--- src/rtl/bec_pkg.sv ---
package bec_pkg;
  localparam int DATA_W    = 32;
  localparam int NUM_REGS  = 8;
  localparam int REG_IDX_W = $clog2(NUM_REGS);
  localparam int IMM_BYTES = DATA_W / 8;
  localparam int IMM_IDX_W = $clog2(IMM_BYTES);
  localparam int ACC_IDX   = 0;

  localparam logic [7:0] OP_ADD_ACC = 8'h05;
  localparam logic [7:0] OP_ESCAPE  = 8'h0F;
  localparam logic [7:0] OP_REPEAT  = 8'hF3;
  localparam logic [7:0] OP_HALT    = 8'hF4;

  typedef struct packed {
    logic                 ipSetOne;
    logic                 ipInc;
    logic                 ipSetLen;
    logic                 immLoad;
    logic [IMM_IDX_W-1:0] immIdx;
    logic                 addExec;
  } bec_strobe_t;
endpackage

--- src/rtl/bec_ctrl.sv ---
module bec_ctrl
  import bec_pkg::*;
(
  input  logic        clk,
  input  logic        rst,
  input  logic        start,
  input  logic        ipAtEnd,
  input  logic [7:0]  memData,
  output bec_strobe_t strobe,
  output logic        memRd,
  output logic [7:0]  fetchByte,
  output logic        halted,
  output logic        error
);
  typedef enum logic [1:0] {S_IDLE, S_ISSUE, S_WAIT, S_DONE} state_t;
  typedef enum logic [2:0] {C_OP1, C_ESC, C_REP, C_REP_ESC, C_IMM} ctx_t;

  state_t state, stateN;
  ctx_t ctx, ctxN;
  logic [IMM_IDX_W-1:0] immCnt, immCntN;
  logic haltPend, haltPendN;
  logic errorN;

  always_comb begin
    strobe    = '0;
    memRd     = 1'b0;
    stateN    = state;
    ctxN      = ctx;
    immCntN   = immCnt;
    haltPendN = haltPend;
    errorN    = error;
    fetchByte = haltPend ? OP_HALT : memData;
    unique case (state)
      S_IDLE: begin
        if (start) begin
          strobe.ipSetOne = 1'b1;
          stateN = S_ISSUE;
          ctxN   = C_OP1;
        end
      end
      S_ISSUE: begin
        memRd        = !ipAtEnd;
        strobe.ipInc = !ipAtEnd;
        haltPendN    = ipAtEnd;
        stateN       = S_WAIT;
      end
      S_WAIT: begin
        stateN = S_ISSUE;
        unique case (ctx)
          C_OP1: begin
            if (fetchByte == OP_ADD_ACC) begin
              ctxN    = C_IMM;
              immCntN = '0;
            end else if (fetchByte == OP_ESCAPE) begin
              ctxN = C_ESC;
            end else if (fetchByte == OP_REPEAT) begin
              ctxN = C_REP;
            end else if (fetchByte == OP_HALT) begin
              strobe.ipSetLen = 1'b1;
              stateN = S_DONE;
            end else begin
              errorN = 1'b1;
              stateN = S_DONE;
            end
          end
          C_REP: begin
            if (fetchByte == OP_ESCAPE) begin
              ctxN = C_REP_ESC;
            end else begin
              errorN = 1'b1;
              stateN = S_DONE;
            end
          end
          C_IMM: begin
            strobe.immLoad = 1'b1;
            strobe.immIdx  = immCnt;
            if (immCnt == IMM_IDX_W'(IMM_BYTES - 1)) begin
              strobe.addExec = 1'b1;
              ctxN = C_OP1;
            end else begin
              immCntN = immCnt + 1'b1;
            end
          end
          default: begin
            errorN = 1'b1;
            stateN = S_DONE;
          end
        endcase
      end
      default: ;
    endcase
  end

  always_ff @(posedge clk) begin
    if (rst) begin
      state    <= S_IDLE;
      ctx      <= C_OP1;
      immCnt   <= '0;
      haltPend <= 1'b0;
      error    <= 1'b0;
    end else begin
      state    <= stateN;
      ctx      <= ctxN;
      immCnt   <= immCntN;
      haltPend <= haltPendN;
      error    <= errorN;
    end
  end

  assign halted = (state == S_DONE);

  // a read is never issued in two consecutive cycles
  a_r11_one_read_per_two: assert property (@(posedge clk) disable iff (rst)
    memRd |=> !memRd);
  // error never clears without reset
  a_r10_error_sticky: assert property (@(posedge clk) disable iff (rst)
    error |=> error);
  // error always comes with halted
  a_r10_error_halts: assert property (@(posedge clk) disable iff (rst)
    error |-> halted);
endmodule

--- src/rtl/bec_datapath.sv ---
module bec_datapath
  import bec_pkg::*;
#(
  parameter int ADDR_W = 32
) (
  input  logic                 clk,
  input  logic                 rst,
  input  bec_strobe_t          strobe,
  input  logic [7:0]           fetchByte,
  input  logic [ADDR_W-1:0]    progLen,
  output logic [ADDR_W-1:0]    memAddr,
  output logic                 ipAtEnd,
  input  logic [REG_IDX_W-1:0] dbgSel,
  output logic [DATA_W-1:0]    dbgReg,
  output logic [2:0]           dbgFlags,
  output logic [ADDR_W-1:0]    dbgIp
);
  logic [DATA_W-1:0] regFile [NUM_REGS];
  logic [ADDR_W-1:0] ip;
  logic [DATA_W-1:0] immReg;
  logic [DATA_W-1:0] immFull;
  logic [DATA_W-1:0] sumRes;
  logic [DATA_W:0]   sumWide;
  logic flagOf, flagZf, flagSf;

  // immediate including the byte arriving this cycle
  always_comb begin
    immFull = immReg;
    immFull[8*strobe.immIdx +: 8] = fetchByte;
  end

  always_ff @(posedge clk) begin
    if (rst) immReg <= '0;
    else if (strobe.immLoad) immReg <= immFull;
  end

  assign sumWide = {regFile[ACC_IDX][DATA_W-1], regFile[ACC_IDX]}
                 + {immFull[DATA_W-1], immFull};
  assign sumRes  = sumWide[DATA_W-1:0];

  for (genvar g = 0; g < NUM_REGS; g++) begin : g_reg
    always_ff @(posedge clk) begin
      if (rst) regFile[g] <= '0;
      else if (strobe.addExec && (g == ACC_IDX)) regFile[g] <= sumRes;
    end
  end

  always_ff @(posedge clk) begin
    if (rst) begin
      flagOf <= 1'b0;
      flagZf <= 1'b0;
      flagSf <= 1'b0;
    end else if (strobe.addExec) begin
      flagOf <= sumWide[DATA_W] ^ sumWide[DATA_W-1];
      flagZf <= (sumRes == '0);
      flagSf <= sumRes[DATA_W-1];
    end
  end

  always_ff @(posedge clk) begin
    if (rst) ip <= '0;
    else if (strobe.ipSetOne) ip <= ADDR_W'(1);
    else if (strobe.ipSetLen) ip <= progLen;
    else if (strobe.ipInc) ip <= ip + 1'b1;
  end

  assign memAddr  = ip;
  assign ipAtEnd  = (ip >= progLen);
  assign dbgReg   = regFile[dbgSel];
  assign dbgFlags = {flagOf, flagZf, flagSf};
  assign dbgIp    = ip;

  // the pointer only advances below the program length
  a_r6_inc_below_len: assert property (@(posedge clk) disable iff (rst)
    strobe.ipInc |-> (ip < progLen));
  // zero flag agrees with the stored accumulator after an add
  a_r4_zero_flag: assert property (@(posedge clk) disable iff (rst)
    strobe.addExec |=> (flagZf == (regFile[ACC_IDX] == '0)));
  // halt lands the pointer on the program length
  a_r7_halt_ip: assert property (@(posedge clk) disable iff (rst)
    strobe.ipSetLen |=> (ip == $past(progLen)));
endmodule

--- src/rtl/byte_exec_core.sv ---
module byte_exec_core
  import bec_pkg::*;
(
  input  logic        clk,
  input  logic        rst,
  input  logic        start,
  input  logic [31:0] progLen,
  output logic        memRd,
  output logic [31:0] memAddr,
  input  logic [7:0]  memData,
  output logic        halted,
  output logic        error,
  input  logic [2:0]  dbgSel,
  output logic [31:0] dbgReg,
  output logic [2:0]  dbgFlags,
  output logic [31:0] dbgIp
);
  bec_strobe_t strobe;
  logic ipAtEnd;
  logic [7:0] fetchByte;

  bec_ctrl u_ctrl (
    .clk(clk), .rst(rst), .start(start), .ipAtEnd(ipAtEnd), .memData(memData),
    .strobe(strobe), .memRd(memRd), .fetchByte(fetchByte),
    .halted(halted), .error(error)
  );

  bec_datapath #(.ADDR_W(32)) u_dp (
    .clk(clk), .rst(rst), .strobe(strobe), .fetchByte(fetchByte),
    .progLen(progLen), .memAddr(memAddr), .ipAtEnd(ipAtEnd),
    .dbgSel(dbgSel), .dbgReg(dbgReg), .dbgFlags(dbgFlags), .dbgIp(dbgIp)
  );

  // memory is never read at or past the program end
  a_r6_no_read_past_len: assert property (@(posedge clk) disable iff (rst)
    memRd |-> (memAddr < progLen));
endmodule

--- config.mk ---
export PLATFORM = sky130hd
export DESIGN_NAME = byte_exec_core
export DESIGN_NICKNAME = d
export VERILOG_FILES = /design/src/rtl/bec_pkg.sv /design/src/rtl/bec_ctrl.sv /design/src/rtl/bec_datapath.sv /design/src/rtl/byte_exec_core.sv
export SDC_FILE = /design/constraint.sdc
export NUM_CORES = 1
export LEC_CHECK = 0
export ABC_CLOCK_PERIOD_IN_PS = 9890
export BUFFER_PORTS_ARGS = -buffer_cell sky130_fd_sc_hd__buf_2
export CAP_MARGIN = 20
export CORE_MARGIN = 5
export CORE_UTILIZATION = 62
export CTS_CLUSTER_SIZE = 28
export DETAILED_ROUTE_END_ITERATION = 8
export MAX_ROUTING_LAYER = met4
export PLACE_DENSITY = 0.89
export SLEW_MARGIN = 20
export SYNTH_ARGS = -nofsm -noshare
export SYNTH_HDL_FRONTEND = slang
export SYNTH_SLANG_ARGS = --single-unit
--- constraint.sdc ---
create_clock -name clk -period 9.89 [get_ports clk]
set_input_delay 0 -clock clk [delete_from_list [all_inputs] [get_ports clk]]
set_output_delay 0 -clock clk [all_outputs]
set_load 0.01 [all_outputs]
=== Word-level counts from Yosys, hierarchy flattened ===
Memory sizes are Yosys's and may differ from the RTL's.
Cells that the tools add are included.

* $add $sub $neg: 4
* Order comparisons: 1
* Equal/unequal tests: 22
* Shifts and indexed selects: 2
* Muxes and demuxes: 46
* Bitwise operators: 3
* Reductions and logical operators: 14

{| class="wikitable"
|+ Operator list
! cell !! count
|-
| $mux W32 || 3
|-
| $neg A5 Y34 || 1
|-
| $shift A8 B34 Y32 const A || 1
|-
| $shiftx A8 B34 Y32 || 1
|-
| $add A32 B32 Y33 || 1
|-
| $add A32 B1 Y32 const B || 1
|-
| $bwmux W32 || 1
|-
| $ge A32 B32 Y1 || 1
|-
| $logic_not A32 Y1 || 1
|-
| $mux W1 || 20
|-
| $mux W3 || 6
|-
| $eq A8 B8 Y1 const B || 2
|-
| $mux W2 || 7
|-
| $ne A2 B2 Y1 const B || 7
|-
| $pmux W2 S3 || 2
|-
| $pmux W3 S3 || 1
|-
| $eq A8 B3 Y1 const B || 1
|-
| $eq A8 B4 Y1 const B || 1
|-
| $mux W8 || 1
|-
| $reduce_and A7 Y1 || 1
|-
| $eq A2 B2 Y1 const B || 3
|-
| $ne A3 B2 Y1 const B || 2
|-
| $pmux W3 S2 || 1
|-
| $reduce_and A6 Y1 || 1
|-
| other kinds (22) || 25
|}

* Register bits: 76
* Memory bits (writable): 256
* Input port bits: 46
* Output and inout port bits: 102
* Word-level logic and storage cells: 104
* Memories kept: 1

{| class="wikitable"
|+ Memory list
! name !! words !! width !! read ports !! clocked after Yosys merged registers in !! write ports !! line !! text
|-
| u_dp.regFile || 8 || 32 || 2 || 0 || 8 || bec_datapath.sv:18 || <nowiki>logic [DATA_W-1:0] regFile [NUM_REGS];</nowiki>
|}

=== Logic depth before layout (Yosys ltp) ===
* Depth in word-level cells: 13
* Gate-level depth with buffers: 23
* Gate-level depth less buffers: 21

=== By module ===
Synthesis repeated with hierarchy kept, for this count alone.

* Cell total of the unflattened synthesis: 1075
* Area total of the unflattened synthesis: 8630.8 um^2

{| class="wikitable"
|+ By module, submodules not included
! module !! times used !! cells each !! area an instance (um^2) !! sequential area each (um^2)
|-
| bec_datapath || 1 || 980 || 7858.8 || 2302.2
|-
| bec_ctrl || 1 || 95 || 772.0 || 180.2
|}

=== Worst setup path before layout ===
No wires, ideal clock.

* Path type: register to register
* From: reg u_ctrl.state[0]
* To: mem u_dp.regFile[0][30] (data pin)
* Library setup time: 0.266 ns
* Arrival time: 4.567 ns
* Setup slack: 5.057 ns
* Cell stages (with the launch flop): 23
* Cells stage by stage: dfxtp_1 -> inv_1 -> ha_1 -> and4bb_1 -> clkbuf_1 -> nand2_1 -> ha_1 -> inv_1 -> clkbuf_1 -> nand3_1 -> o22ai_1 -> ha_1 -> clkbuf_1 -> and2_1 -> a221o_1 -> a32oi_1 -> o211ai_1 -> o2111ai_2 -> a21oi_1 -> or2_1 -> a21oi_1 -> xor2_1 -> nor2_1

{| class="wikitable"
|+ RTL lines
! what !! line !! text
|-
| start, declared || bec_ctrl.sv:18 || <nowiki>state_t state, stateN;</nowiki>
|-
| start signal, assigned || bec_ctrl.sv:102 || <nowiki>state <= stateN;</nowiki>
|-
| end, declared || bec_datapath.sv:18 ||
|}

=== Final worst setup path ===
* From: reg u_ctrl.state[0]
* To: reg u_dp.flagZf

* Cells in the longest elaborated chain, start to end: 7
* Elaborated cells on any way between the ends: 8
* Classes of those cells: 2 x add/sub; 1 x eq/ne; 2 x shift; 2 x mux; 1 x reduce/logical

{| class="wikitable"
|+ Ends and longest elaborated chain
! what !! line !! text
|-
| $eq A2 B2 Y1 (*) || bec_ctrl.sv:33 || <nowiki>unique case (state)</nowiki>
|-
| $mux W5 (*) || bec_ctrl.sv:33 ||
|-
| $neg A5 Y34 (*) || bec_datapath.sv:29 || <nowiki>immFull[8*strobe.immIdx +: 8] = fetchByte;</nowiki>
|-
| $shiftx A8 B34 Y32 / $shift A8 B34 Y32 (equally long branches) || bec_datapath.sv:29 ||
|-
| $bwmux W32 (*) || bec_datapath.sv:29 ||
|-
| named net u_dp.immFull[0] || bec_datapath.sv:21 || <nowiki>logic [DATA_W-1:0] immFull;</nowiki>
|-
| $add A32 B32 Y33 (*) || bec_datapath.sv:38 || <nowiki>+ {immFull[DATA_W-1], immFull};</nowiki>
|-
| $logic_not A32 Y1 (*) || bec_datapath.sv:55 || <nowiki>flagZf <= (sumRes == '0);</nowiki>
|-
| end signal, assigned || bec_datapath.sv:55 ||
|-
| end, declared || bec_datapath.sv:24 || <nowiki>logic flagOf, flagZf, flagSf;</nowiki>
|}

The timed path passes the listed nets; every way through them passes the cells marked *.
A chain may end at the register's enable or synchronous reset.

==> metrics.md <==
| Metric | Value |
|---|---|
| Startpoint Class | `register` |
| Critical path class | `reg2reg` |
| Vias per cell | `6.24` |
| Fin crit period | `5.89 ns` |
| PwrDens | `between 100 and 150 nW/um2` |
| Final hold violations | `0` |
| Cell internal pwr | `817 uW` |
| Family with the most delay on the worst path | `simple AND/OR/NAND/NOR gates` |
| Switch Pwr | `between 300 and 400 uW` |
| Nets | `~1.3k` |
| DRT Pass-1 Iters | `6` |
| Worst-path cell chain | `inv_1, ha_1, and4bb_1, buf_4, nand2_1, ha_1, inv_1, o31ai_1, ha_1, inv_1, fa_1, nor2b_1, o31a_1, o21ai_1, o211ai_1, o2111ai_2, nand4_1, nor3b_1, nand4_1, nor4bb_1, a31o_1` |
| Clk_lat worst skew | `0.36 ns` |
| Remaining Overflow, GRT | `0` |
| Period utilization | `0.595` |
| Placer Congestion | `around 0.94` |
| Dpl hpwl | `between 15000 and 20000 um` |
| Synthesized Nets | `around 1.2k` |
| Core area | `between 10000 and 15000 um2` |
| Asr flop ratio synth | `0` |
| Vias in the first global route | `approximately 8k` |
| Post-synth cell types | `80` |
| Ant diodes | `0` |
| Data required, critical path | `a little over 10 ns` |
| CP peak stage delay | `around 0.50 ns` |
| Slew Limit Headroom | `0.323` |
| Setup Viol. Count Final | `0` |
| Crit path DAT | `between 6 and 7 ns` |
| Antenna Nets Post-Route | `0` |
| Clock slew at reported path FFs | `approximately 0.070 ns` |
| Fraction of layout cells with a size suffix above 1 | `0.164` |
| CTS Root Cell | `clkbuf_16` |
| Finished Cell Area | `around 9600 um2` |
| Setup TNS | `0 ns` |
| PostCTS Resize Cnt | `0` |
| Row count | `between 40 and 50` |
| Synth area leaders | `dfxtp_1, edfxtp_1, ha_1` |
| Initial core utilization | `0.633` |
| Max_cap viols | `0` |
| Ports | `~150` |
| Top FF cell, synth | `dfxtp_1` |
| Status | `finished clean` |
| Htree depth | `3` |
| Yosys top cell area share | `0.182` |
| WL/cell | `approximately 19 um` |
| Clock Skews | `just over 0.009 ns` |
| First-pass GRT wire length | `a little over 40000 um` |
| Clock power frac | `0.335` |
| #FFs+latches synth | `108` |
| Die Area | `roughly 16000 um2` |
| Yosys top cell by area | `dfxtp_1` |
| CP endpoint kind | `register` |
| Dpl cell area | `~9000 um2` |
| Die height | `around 130 um` |
| Crit Path Max Fanout | `47` |
| Clk sinks | `108` |
| Seq pwr share | `0.415` |
| Syn Inst Count | `between 1k and 1.5k` |
| Crit-path slowest cell | `o211ai_1` |
| Number of DRC markers in iteration 0 | `between 800 and 900` |
| Sw Ratio | `0.318` |
| GRT Total Usage | `0.320` |
| Drt drc | `0` |
| YS warnings | `0` |
| Vias | `approximately 8.4k` |
| RSZ-0062 raised after global routing | `no` |
| Largest net degree at the start of global routing | `~60` |
| Hold Crit Class | `in2reg` |
| Max frequency | `approximately 170 MHz` |
| DRT Wirelength | `between 20000 and 30000 um` |
| Most frequent cells in the layout | `buf_2, nor2_1, a21oi_1, dfxtp_1, ha_1` |
| Average cell area after synthesis | `roughly 8 um2` |
| Maximum VDD drop | `approximately 0.00009 V` |
| Max Buffers Root-to-Sink | `2` |
| CTS tree | `done` |
| CTS Buf Count | `9` |
| Critical path buffers and inverters | `4` |
| Sequential area share after synthesis | `0.296` |
| Combinational power share | `0.249` |
| Post-synth EDFFs | `32` |
| Synthesized area | `between 8000 and 9000 um2` |
| Synthesis-to-finish area growth | `14.5%` |
| Total power | `~1200 uW` |
| Number of port buffers | `about 150` |
| Die X-Extent | `around 130 um` |
| Slew at the pin with the worst max-slew slack | `a little over 1 ns` |
| Final Max Slew Viols | `0` |
| Leakage | `roughly 0.0044 uW` |
| Most common cell after layout, fill and taps aside | `buf_2` |
| Antenna violations before repair | `0` |
==> cells in the mapped netlist (all sizes together) (10+ instances only) <==
master  number
buf         38
nor3        15
a21o        25
nand2b      15
nand2       65
xor2        24
and2        38
xnor2       20
ha          73
o31ai       11
inv         70
a211oi      10
clkbuf      44
a21oi       88
o22ai       14
edfxtp      32
o21ai       66
nor2       109
mux2i       13
nor2b       19
and3        10
nand4       24
a31oi       18
nand3       29
dfxtp       76
==> worst paths after layout <==
path | slack [ns] | to | cells past startpoint | start
max | 4.00 | u_dp.flagZf | 21 | u_ctrl.state[0]
min reg2reg | 0.48 | u_dp.immReg[24] | 2 | u_dp.immReg[24]
max reg2reg | 4.00 | u_dp.flagZf | 21 | u_ctrl.state[0]
min | 0.11 | u_dp.dbgIp[27] | 5 | progLen[27]
==> routing by layer <==
| metal | vias up | global-route usage | routed length (um) |
|---|---|---|---|
| li1 | 3914 | - | - |
| met1 | 3870 | 0.390 | 10100 |
| met2 | 466 | 0.516 | 11900 |
| met3 | 104 | 0.0648 | 1970 |
| met4 | 0 | 0.135 | 1110 |
| met5 | - | - | 0 |
==> flip-flops by register name, summed over array words and instances, names as in the netlist <==
register         flops
u_ctrl.immCnt        2
u_dp.dbgIp          32
u_dp.immReg         32
u_dp.flagSf          1
u_ctrl.haltPend      1
u_dp.flagZf          1
u_dp.flagOf          1
u_ctrl.error         1
u_ctrl.state         2
u_ctrl.ctx           3
u_dp.regFile        32
==> logic make-up (layout without fill, tap and decap cells) <==
logic type / count (synthesis) / count (layout) / share of synthesized area
adder cells (fa/ha/maj): 74 / 74 / 0.111
buffers and inverters: 152 / 270 / 0.0842
flip-flops: 108 / 108 / 0.296
AND/OR/NAND/NOR: 363 / 363 / 0.223
XOR/XNOR: 44 / 44 / 0.0460
AO/OA/AOI/OAI: 288 / 288 / 0.221
multiplexers: 15 / 15 / 0.0182
==> layout make-up <==
cell class                 count  area (um2)
multi-input combinational    784        5210
fill                         989        3650
sequential                   108        2480
timing repair buffer         184        1090
clock buffer                  13         292
inverter                      70         263
tap                          176         220
clock inverter                 3        40.0
==> per-stage QoR <==
stage	setup WS, ns	cells	utilization	hold WS [ns]
floorplan	5.06	1044	-	0.133
global placement	4.47	1290	0.675	0.246
detailed placement	4.23	1290	0.675	0.246
CTS	4.14	1338	0.725	0.0775
global route	3.61	1338	0.725	0.145
finish	4.00	1338	0.725	0.107
==> what timing repair did <==
| item | in CTS | in global routing |
|---|---|---|
| hold buffers | 32 | 0 |
| hold endpoints to repair | 31 | 0 |
| buffers inserted | 0 | 0 |
==> tightest hold or removal path: stages <==
cell and delay (ns):
buf_2 0.07, inv_1 0.04, nor2_1 0.12, a31oi_1 0.05, a31oi_1 0.13
==> power groups by stage <==
stage	Clock, uW	Combinational (uW)	Sequential, uW
global route	419	324	501
finish	402	298	498
CTS	405	282	497
detailed placement	0	266	506
floorplan	0	201	495
global placement	0	258	506
Power figures use the tool's default switching activity.
